`src/rtl/pfc_pkg.sv`:
```
// Package: shared pixel types, code enumerations and the small arithmetic
// helpers used by the converter stages.
// Assumes 8-bit output channels; the input word is 32 bits wide.
package pfc_pkg;

    localparam int CH_W  = 8;
    localparam int PIX_W = 4 * CH_W;

    typedef struct packed {
        logic [CH_W-1:0] a;
        logic [CH_W-1:0] r;
        logic [CH_W-1:0] g;
        logic [CH_W-1:0] b;
    } argb_t;

    typedef enum logic [3:0] {
        FMT_ARGB32   = 4'd0,
        FMT_RGB24    = 4'd1,
        FMT_RGB16    = 4'd2,
        FMT_ARGB16A1 = 4'd3,
        FMT_ARGB16A4 = 4'd4,
        FMT_LUM8     = 4'd5,
        FMT_ALUM44   = 4'd6,
        FMT_ALUM88   = 4'd7,
        FMT_LUM4     = 4'd8,
        FMT_ALPHA8   = 4'd9,
        FMT_ALPHA4   = 4'd10
    } pix_fmt_e;

    localparam logic [3:0] FMT_LAST = 4'd10;

    typedef enum logic [1:0] {
        AM_KEEP    = 2'd0,
        AM_REPLACE = 2'd1,
        AM_SCALE   = 2'd2,
        AM_ILLEGAL = 2'd3
    } alpha_mode_e;

    // Widen a 5-bit field by repeating its top bits.
    function automatic logic [7:0] widen5(input logic [4:0] x);
        return {x, x[4:2]};
    endfunction

    // Widen a 6-bit field by repeating its top bits.
    function automatic logic [7:0] widen6(input logic [5:0] x);
        return {x, x[5:4]};
    endfunction

    // Widen a 4-bit field by doubling it.
    function automatic logic [7:0] widen4(input logic [3:0] x);
        return {x, x};
    endfunction

    // Rounded 8x8 product normalised back to 8 bits (x*y/255).
    function automatic logic [7:0] scale8(input logic [7:0] x, input logic [7:0] y);
        logic [15:0] prod;
        logic [15:0] biased;
        logic [15:0] sum;
        prod   = {8'd0, x} * {8'd0, y};
        biased = prod + 16'd128;
        sum    = biased + {8'd0, biased[15:8]};
        return 8'(sum >> 8);
    endfunction

endpackage

```
`src/rtl/pfc_cfg_check.sv`:
```
// Configuration checker: flags reserved format codes and the illegal alpha
// mode. Purely combinational; assumes the configuration is static.
module pfc_cfg_check
    import pfc_pkg::*;
(
    input  logic [3:0] fmt,
    input  logic [1:0] amode,
    output logic       err
);

    // Flag any code outside the decoded set.
    always_comb begin
        err = (fmt > FMT_LAST) || (amode == AM_ILLEGAL);
    end

endmodule

```
`src/rtl/pfc_unpack.sv`:
```
// Unpacker: reads one right-aligned source word in the selected format and
// produces widened ARGB channels, plus a table index and a flag saying the
// colour must come from the lookup table. Combinational.
// Assumes LUT_AW >= 8.
module pfc_unpack
    import pfc_pkg::*;
#(
    parameter int LUT_AW = 8
) (
    input  logic [3:0]        fmt,
    input  logic [PIX_W-1:0]  pix,
    output argb_t             px,
    output logic              use_lut,
    output logic [LUT_AW-1:0] idx
);

    logic [7:0] idx8;

    // Per-format field extraction and widening.
    always_comb begin
        px      = '0;
        use_lut = 1'b0;
        idx8    = 8'd0;
        case (fmt)
            FMT_ARGB32: begin
                px = pix;
            end
            FMT_RGB24: begin
                px.a = 8'hFF;
                px.r = pix[23:16];
                px.g = pix[15:8];
                px.b = pix[7:0];
            end
            FMT_RGB16: begin
                px.a = 8'hFF;
                px.r = widen5(pix[15:11]);
                px.g = widen6(pix[10:5]);
                px.b = widen5(pix[4:0]);
            end
            FMT_ARGB16A1: begin
                px.a = {8{pix[15]}};
                px.r = widen5(pix[14:10]);
                px.g = widen5(pix[9:5]);
                px.b = widen5(pix[4:0]);
            end
            FMT_ARGB16A4: begin
                px.a = widen4(pix[15:12]);
                px.r = widen4(pix[11:8]);
                px.g = widen4(pix[7:4]);
                px.b = widen4(pix[3:0]);
            end
            FMT_LUM8: begin
                px.a    = 8'hFF;
                use_lut = 1'b1;
                idx8    = pix[7:0];
            end
            FMT_ALUM44: begin
                px.a    = widen4(pix[7:4]);
                use_lut = 1'b1;
                idx8    = {4'd0, pix[3:0]};
            end
            FMT_ALUM88: begin
                px.a    = pix[15:8];
                use_lut = 1'b1;
                idx8    = pix[7:0];
            end
            FMT_LUM4: begin
                px.a    = 8'hFF;
                use_lut = 1'b1;
                idx8    = {4'd0, pix[3:0]};
            end
            FMT_ALPHA8: begin
                px.a = pix[7:0];
            end
            FMT_ALPHA4: begin
                px.a = widen4(pix[3:0]);
            end
            default: begin
                px = '0;
            end
        endcase
    end

    // Zero-extend the index onto the table address width.
    always_comb begin
        idx = LUT_AW'(idx8);
    end

endmodule

```
`src/rtl/pfc_alpha.sv`:
```
// Alpha and channel stage: applies the alpha policy (keep, replace, scale),
// optional complement, then optional red/blue exchange. Combinational.
// Assumes the illegal mode is filtered upstream; it behaves as keep here.
module pfc_alpha
    import pfc_pkg::*;
(
    input  argb_t      src,
    input  logic [1:0] amode,
    input  logic [7:0] fixed_a,
    input  logic       inv,
    input  logic       swap,
    output argb_t      dst
);

    logic [7:0] a_pol;
    logic [7:0] a_fin;

    // Select the alpha policy result.
    always_comb begin
        case (amode)
            AM_REPLACE: a_pol = fixed_a;
            AM_SCALE:   a_pol = scale8(src.a, fixed_a);
            default:    a_pol = src.a;
        endcase
    end

    // Optional complement of the policy result.
    always_comb begin
        a_fin = inv ? (8'hFF - a_pol) : a_pol;
    end

    // Assemble the output with optional red/blue exchange.
    always_comb begin
        dst.a = a_fin;
        dst.g = src.g;
        dst.r = swap ? src.b : src.r;
        dst.b = swap ? src.r : src.b;
    end

endmodule

```
`src/rtl/pfc_argb_convert.sv`:
```
// Top: two-stage valid/ready pipeline. Stage 1 registers the unpacked pixel
// while the synchronous table read is in progress; stage 2 merges the table
// colour, applies the alpha stage and registers the result.
// Assumes: configuration static while pixels are in flight; the table
// returns data the cycle after lut_rd and holds it until the next read.
module pfc_argb_convert
    import pfc_pkg::*;
#(
    parameter int LUT_AW = 8
) (
    input  logic              clk,
    input  logic              rst_n,
    input  logic [3:0]        cfg_fmt,
    input  logic [1:0]        cfg_amode,
    input  logic [7:0]        cfg_alpha,
    input  logic              cfg_ainv,
    input  logic              cfg_rbswap,
    output logic              cfg_err,
    input  logic              in_valid,
    output logic              in_ready,
    input  logic [31:0]       in_pixel,
    output logic              lut_rd,
    output logic [LUT_AW-1:0] lut_addr,
    input  logic [23:0]       lut_data,
    output logic              out_valid,
    input  logic              out_ready,
    output logic [31:0]       out_pixel
);

    argb_t             up_px;
    logic              up_lut;
    logic [LUT_AW-1:0] up_idx;

    logic  s1_valid;
    argb_t s1_px;
    logic  s1_lut;
    argb_t mrg_px;
    argb_t alp_px;

    logic s1_adv;
    logic s2_adv;
    logic in_fire;

    pfc_cfg_check u_cfg (
        .fmt   (cfg_fmt),
        .amode (cfg_amode),
        .err   (cfg_err)
    );

    pfc_unpack #(.LUT_AW(LUT_AW)) u_unpack (
        .fmt     (cfg_fmt),
        .pix     (in_pixel),
        .px      (up_px),
        .use_lut (up_lut),
        .idx     (up_idx)
    );

    // Handshake: each stage advances when the stage after it can take data.
    always_comb begin
        s2_adv   = !out_valid || out_ready;
        s1_adv   = !s1_valid || s2_adv;
        in_ready = s1_adv && !cfg_err;
        in_fire  = in_valid && in_ready;
    end

    // Issue a table read only for accepted indexed pixels.
    always_comb begin
        lut_rd   = in_fire && up_lut;
        lut_addr = up_idx;
    end

    // Stage 1 occupancy.
    always_ff @(posedge clk) begin
        if (!rst_n)      s1_valid <= 1'b0;
        else if (s1_adv) s1_valid <= in_fire;
    end

    // Stage 1 payload.
    always_ff @(posedge clk) begin
        if (in_fire) begin
            s1_px  <= up_px;
            s1_lut <= up_lut;
        end
    end

    // Merge table colour for indexed pixels, keeping their own alpha.
    always_comb begin
        mrg_px = s1_px;
        if (s1_lut) begin
            mrg_px.r = lut_data[23:16];
            mrg_px.g = lut_data[15:8];
            mrg_px.b = lut_data[7:0];
        end
    end

    pfc_alpha u_alpha (
        .src     (mrg_px),
        .amode   (cfg_amode),
        .fixed_a (cfg_alpha),
        .inv     (cfg_ainv),
        .swap    (cfg_rbswap),
        .dst     (alp_px)
    );

    // Stage 2 occupancy.
    always_ff @(posedge clk) begin
        if (!rst_n)      out_valid <= 1'b0;
        else if (s2_adv) out_valid <= s1_valid;
    end

    // Stage 2 payload.
    always_ff @(posedge clk) begin
        if (s2_adv && s1_valid) out_pixel <= alp_px;
    end

endmodule

```
`config.mk`:
```
export PLATFORM = sky130hd
export DESIGN_NAME = pfc_argb_convert
export DESIGN_NICKNAME = d
export VERILOG_FILES = /design/src/rtl/pfc_pkg.sv /design/src/rtl/pfc_cfg_check.sv /design/src/rtl/pfc_unpack.sv /design/src/rtl/pfc_alpha.sv /design/src/rtl/pfc_argb_convert.sv
export SDC_FILE = /design/constraint.sdc
export NUM_CORES = 1
export LEC_CHECK = 0
export ABC_AREA = 1
export BUFFER_PORTS_ARGS = -buffer_cell sky130_fd_sc_hd__buf_4
export CAP_MARGIN = 30
export CORE_ASPECT_RATIO = 1.75
export CORE_UTILIZATION = 52
export CTS_CLUSTER_SIZE = 40
export DETAILED_ROUTE_END_ITERATION = 6
export PLACE_DENSITY = 0.78
export SYNTH_ARGS = -nofsm -noshare
export SYNTH_HDL_FRONTEND = slang
export SYNTH_SLANG_ARGS = --single-unit
```
`constraint.sdc`:
```
create_clock -name clk -period 5.45 [get_ports clk]
set_input_delay 0 -clock clk [delete_from_list [all_inputs] [get_ports clk]]
set_output_delay 0 -clock clk [all_outputs]
set_load 0.005 [all_outputs]
```
==> After elaboration in Yosys (flattened, before gate mapping) <==
Cells that the tools add are included.
Widths: inputs -> output; s select.
{ "word_totals": {"ff_bits": 67, "inputBits": 76, "out_inout_bits": 44, "wordCells": 51} }
{ "classes": {"n_addsub": 3, "n_mul": 1, "magnitude_cmp": 1, "n_eq_ne": 13, "mux": 9, "reduce_logical": 16} }
{ "op_table": {"columns": ["cell", "n"], "rows": [
  ["$pmux 24 s4", 1],
  ["$pmux 8 s8", 1],
  ["$pmux 8 s2", 2],
  ["$mux 24", 1],
  ["$mux 8", 3],
  ["$add 16x8->16", 1],
  ["$add 16x8->16 const B", 1],
  ["$eq 4x3->1 const B", 4],
  ["$mul 8x8->16", 1],
  ["$eq 4x4->1 const B", 3],
  ["$eq 4x2->1 const B", 2],
  ["$reduce_or 4->1", 2],
  ["$sub 8x8->8 const A", 1],
  ["$reduce_or 2->1", 3],
  ["$eq 2x2->1 const B", 2],
  ["$eq 4x1->1 const B", 1],
  ["$gt 4x4->1 const B", 1],
  ["$logic_and 1x1->1", 4],
  ["$logic_not 4->1", 1],
  ["$logic_not 1->1", 3],
  ["$logic_or 1x1->1", 3],
  ["$eq 2x1->1 const B", 1],
  ["$mux 1", 1]
]} }

==> Depth between registers and ports, before layout <==
{ "logic_depth": {"ltp_word": 6, "depth_mapped": 34, "depth_no_buf": 33} }

==> Modules after synthesis <==
A second synthesis with hierarchy kept.
{ "hier_totals": {"cells_unflattened": 960, "area_unflattened_um2": 7175.6} }
{ "modules_own_cells": {"columns": ["mod", "instances", "cells_each", "area_per_inst_um2", "seq_area_each_um2"], "rows": [
  ["pfc_alpha", 1, 637, 3733.6, 0.0],
  ["pfc_argb_convert", 1, 111, 2461.1, 1991.9],
  ["pfc_unpack", 1, 206, 958.4, 0.0],
  ["pfc_cfg_check", 1, 6, 22.5, 0.0]
]} }

==> Worst setup path after synthesis <==
Ideal clock, no wire load.
{ "synth_timing": {"path_type": "flip-flop to flip-flop", "start": "register s1_px, in the netlist mrg_px[28]", "end": "register out_pixel[27] (data pin)", "setup_time_ns": 0.253, "arrival_time_ns": 4.878, "required_ns": 5.197, "slack_ns": 0.319, "path_stages_with_launch": 30, "path_buffers": 1, "period_less_slack_ns": 5.131, "cell_sequence": "edfxtp_1 -> clkbuf_1 -> nand2_1 -> inv_1 -> fa_1 -> fa_1 -> fa_1 -> inv_1 -> fa_1 -> inv_1 -> ha_1 -> a21oi_2 -> nand2_1 -> nand2_1 -> nand3_1 -> nand2_2 -> nand2_4 -> ha_1 -> a21oi_1 -> inv_1 -> a21oi_1 -> nand2_1 -> nand3b_1 -> nand2_1 -> nand2_1 -> nand3_1 -> nand2_1 -> nand2_1 -> nand2_1 -> nand2_1"} }
{ "synth_lines": {"columns": ["item", "line_no", "source"], "rows": [
  ["start, declared", "pfc_argb_convert.sv:35", "argb_t s1_px;"],
  ["start signal, assigned", "pfc_argb_convert.sv:81", "s1_px <= up_px;"],
  ["end signal, assigned", "pfc_argb_convert.sv:113", "if (s2_adv && s1_valid) out_pixel <= alp_px;"],
  ["end, declared", "pfc_argb_convert.sv:27", "output logic [31:0] out_pixel"]
]} }

==> run summary <==
switching share of power: 47.7%
H-tree depth: 3
Pleak: 4.47 nW
Max transition margin: 52.9%
max-cap viol count: 0
total global routing overflow: 0
first-pass GRT wire length: 30.6 mm
Cells after Synth: 901
Worst EP required: 5.53 ns
DRC errors left: 1
status: complete, but fails checks
vias in the first global route: 6458
Setup crit start: mrg_px[29]
routability congestion estimate: 1.02
WP buf/inv: 5
Max Slew Vio Count: 0
pwr dens: 433 nW/um^2
WL final: 19.9 mm
1st-iter DRT viols: 301
Synth Register Bits: 67
IR drop worst, VDD: 0.000240 V
final hold slack: 0.00438 ns
CP peak stage delay: 0.56 ns
ANT nets after route: 0
Ys Warns: 0
slowest CP cell: fa_1
Max Clk Rate: 191 MHz
Setup CP Type: reg -> reg
Period minus WS final: 5.23 ns
clock skew: 0.00547 ns
Vias: 6444
Initial Util: 53.5%
Hold EP: s1_px[19]
Final Hold Fails: 0
Hold Path Class: in -> reg
largest net degree at the start of global routing: 35
Horiz. Die Dim: 88.0 um
Sequential Power Share: 16.8%
I/O pins: 120
combinational share of power: 65.1%
share of layout cells above drive strength 1: 21.8%
Final Util: 68.2%
Detail Placement HPWL: 16.0 mm
Net count, final: 1199
Clk pin slew, worst setup/hold paths: 0.06 ns
Die Span Y: 152 um
Avg WL per Cell: 16.4 um
GR Util All Layers: 30.4%
hold path start: in_pixel[19]
hold path depth: 3
Site Rows: 54
Worst R2R End: out_pixel[27]
CTS Root Buffer Type: clkbuf_16
NetSw: 0.00177 W
Worst setup SP type: register
# setup viols final: 0
Least-Margin Pin Slew: 0.704 ns
sequential fraction of the synthesis area: 29.6%
cell with the most instances on the worst path: nand2_1
router iterations before antenna repair: 7
port bufs: 119
area delta synth->final: 27.3%
total power: 0.00371 W
Sink Count: 67
Reg-to-Reg Start: mrg_px[29]
post-synth cell types: 39
clock power share: 18.1%
failing checks: DRC
internal power: 0.00194 W
Die Area: 13400 um^2
Final Cycle Share: 95.9%
vias per std cell: 5.31
R2R Setup Slk: 0.22 ns
WP data arrival: 5.31 ns
antenna cells: 0
initial antenna violation count: 0
Mapped Nets: 1059
core area: 12600 um^2
worst r2r path cells: 29
Post-Syn Area per Cell: 7.47 um^2
CTS tree: yes
Critical Path Sink Type: register
CTS buffer count: 9
clock latency on the worst-skew pair: 0.33 ns
worst-path maximum fanout: 6
Top delay family on crit path: adder cells
Max clock buf depth: 2
Synth Cell Area: 6730 um^2
[cell usage after synthesis (all sizes together)]
master	instances	area, um^2
a2111oi	1	8.76
a211oi	4	30.0
a21oi	27	143
a221oi	2	17.5
a22o	1	8.76
a31oi	1	6.26
buf	4	17.5
clkbuf	25	93.8
clkinv	1	3.75
dfxtp	2	40.0
edfxtp	65	1950
fa	37	741
ha	45	563
inv	191	717
mux2	8	90.1
mux2i	16	160
nand2	277	1100
nand3	61	305
nand3b	7	60.1
nand4	12	75.1
nor2	62	243
nor3	2	10.0
nor3b	1	7.51
o2111ai	12	105
o211ai	8	60.1
o21ai	17	88.8
o22ai	1	6.26
or2	8	50.1
xnor2	1	8.76
xor2	2	17.5
[how the worst max path moves through the flow]
stage,endpoint,cells after the start,slack [ns]
floorplan,out_pixel[27],29,0.32
global placement,out_pixel[31],27,0.02
detailed placement,out_pixel[31],27,-0.04
CTS,out_pixel[31],27,0.01
global route,out_pixel[27],29,-0.12
finish,out_pixel[27],29,0.22
[registers in the layout, indices dropped and copies added, names as in the netlist]
name / count
s1_lut: 1
s1_valid: 1
out_valid: 1
out_pixel: 32
s1_px: 24
mrg_px: 8
[per-stage QoR]
step	setup TNS, ns	setup slack [ns]	area (um^2)	cells
floorplan	0	0.319	6730	901
global placement	0	0.0167	7850	1174
detailed placement	-0.0590	-0.0428	7870	1175
CTS	0	0.0146	8390	1208
global route	-0.423	-0.121	8570	1214
finish	0	0.221	8570	1214
[placed cells by master (no fill, tap or decap), types with 3 or more instances in the layout]
cell type,synthesis,layout
nand2_1,259,252
inv_1,186,185
buf_4,0,138
edfxtp_1,65,65
nand3_1,61,57
nor2_1,58,56
ha_1,45,39
fa_1,37,37
a21oi_1,25,22
nand2_2,15,21
dlygate4sd3_1,0,18
mux2i_1,16,16
o21ai_0,15,15
o2111ai_1,12,12
nand4_1,12,12
clkbuf_16,0,9
o211ai_1,8,8
or2_2,8,8
mux2_2,8,8
inv_2,5,6
nor2_2,4,6
nand3b_1,5,5
ha_4,0,5
a211oi_1,4,4
a21oi_2,2,4
nand2_4,3,4
nand3_2,0,4
bufinv_16,0,3
[what timing repair did]
item	4_1_cts	5_1_grt
endpoints found under the hold margin	17	1
setup endpoints to repair	2	8
hold buffers	17	1
pin swaps	0	14
gates resized for setup	1	28
buffers inserted	0	5
gates cloned	0	0
[routing by layer]
layer | part of all wire (%) | global-route usage (%) | vias up
li1 | - | - | 3138
met1 | 34 | 28.8 | 2944
met2 | 56 | 58.1 | 279
met3 | 4.4 | 3.79 | 83
met4 | 6.3 | 19.6 | 0
met5 | 0 | 0 | -
[worst reg2reg max path: cells and delay by family (launching register included)]
family                   cells  cell delay (ns)
AND/OR/NAND/NOR             16             1.45
adder cells (fa/ha/maj)      6             2.51
buffers and inverters        5             0.29
flip-flops                   1             0.48
AO/OA/AOI/OAI                2             0.27
[power by group through the flow]
| stage | logic [W] | registers [W] | clock network [W] |
|---|---|---|---|
| after detailed placement | 0.00213 | 0.000634 | 0 |
| final | 0.00242 | 0.000623 | 0.000671 |
| after global routing | 0.00268 | 0.000626 | 0.000701 |
| after CTS | 0.00216 | 0.000624 | 0.000682 |
| after global placement | 0.00211 | 0.000634 | 0 |
| after floorplan | 0.00158 | 0.000628 | 0 |
[cells by family after synthesis]
kind of cell | synth area share, %
flops | 29.6
xor+xnor | 0.391
compound gates | 7.05
buf+inv | 12.4
fa+ha+maj | 19.4
mux | 3.72
simple gates | 27.5
[final cells by class]
type | count | area [um^2]
timing repair buffer | 158 | 1250
sequential | 67 | 1990
clock inverter | 6 | 113
clock buffer | 10 | 229
fill | 1134 | 4000
tap | 168 | 210
multi-input combinational | 613 | 4050
inverter | 192 | 721
Power figures use the tool's default switching activity.
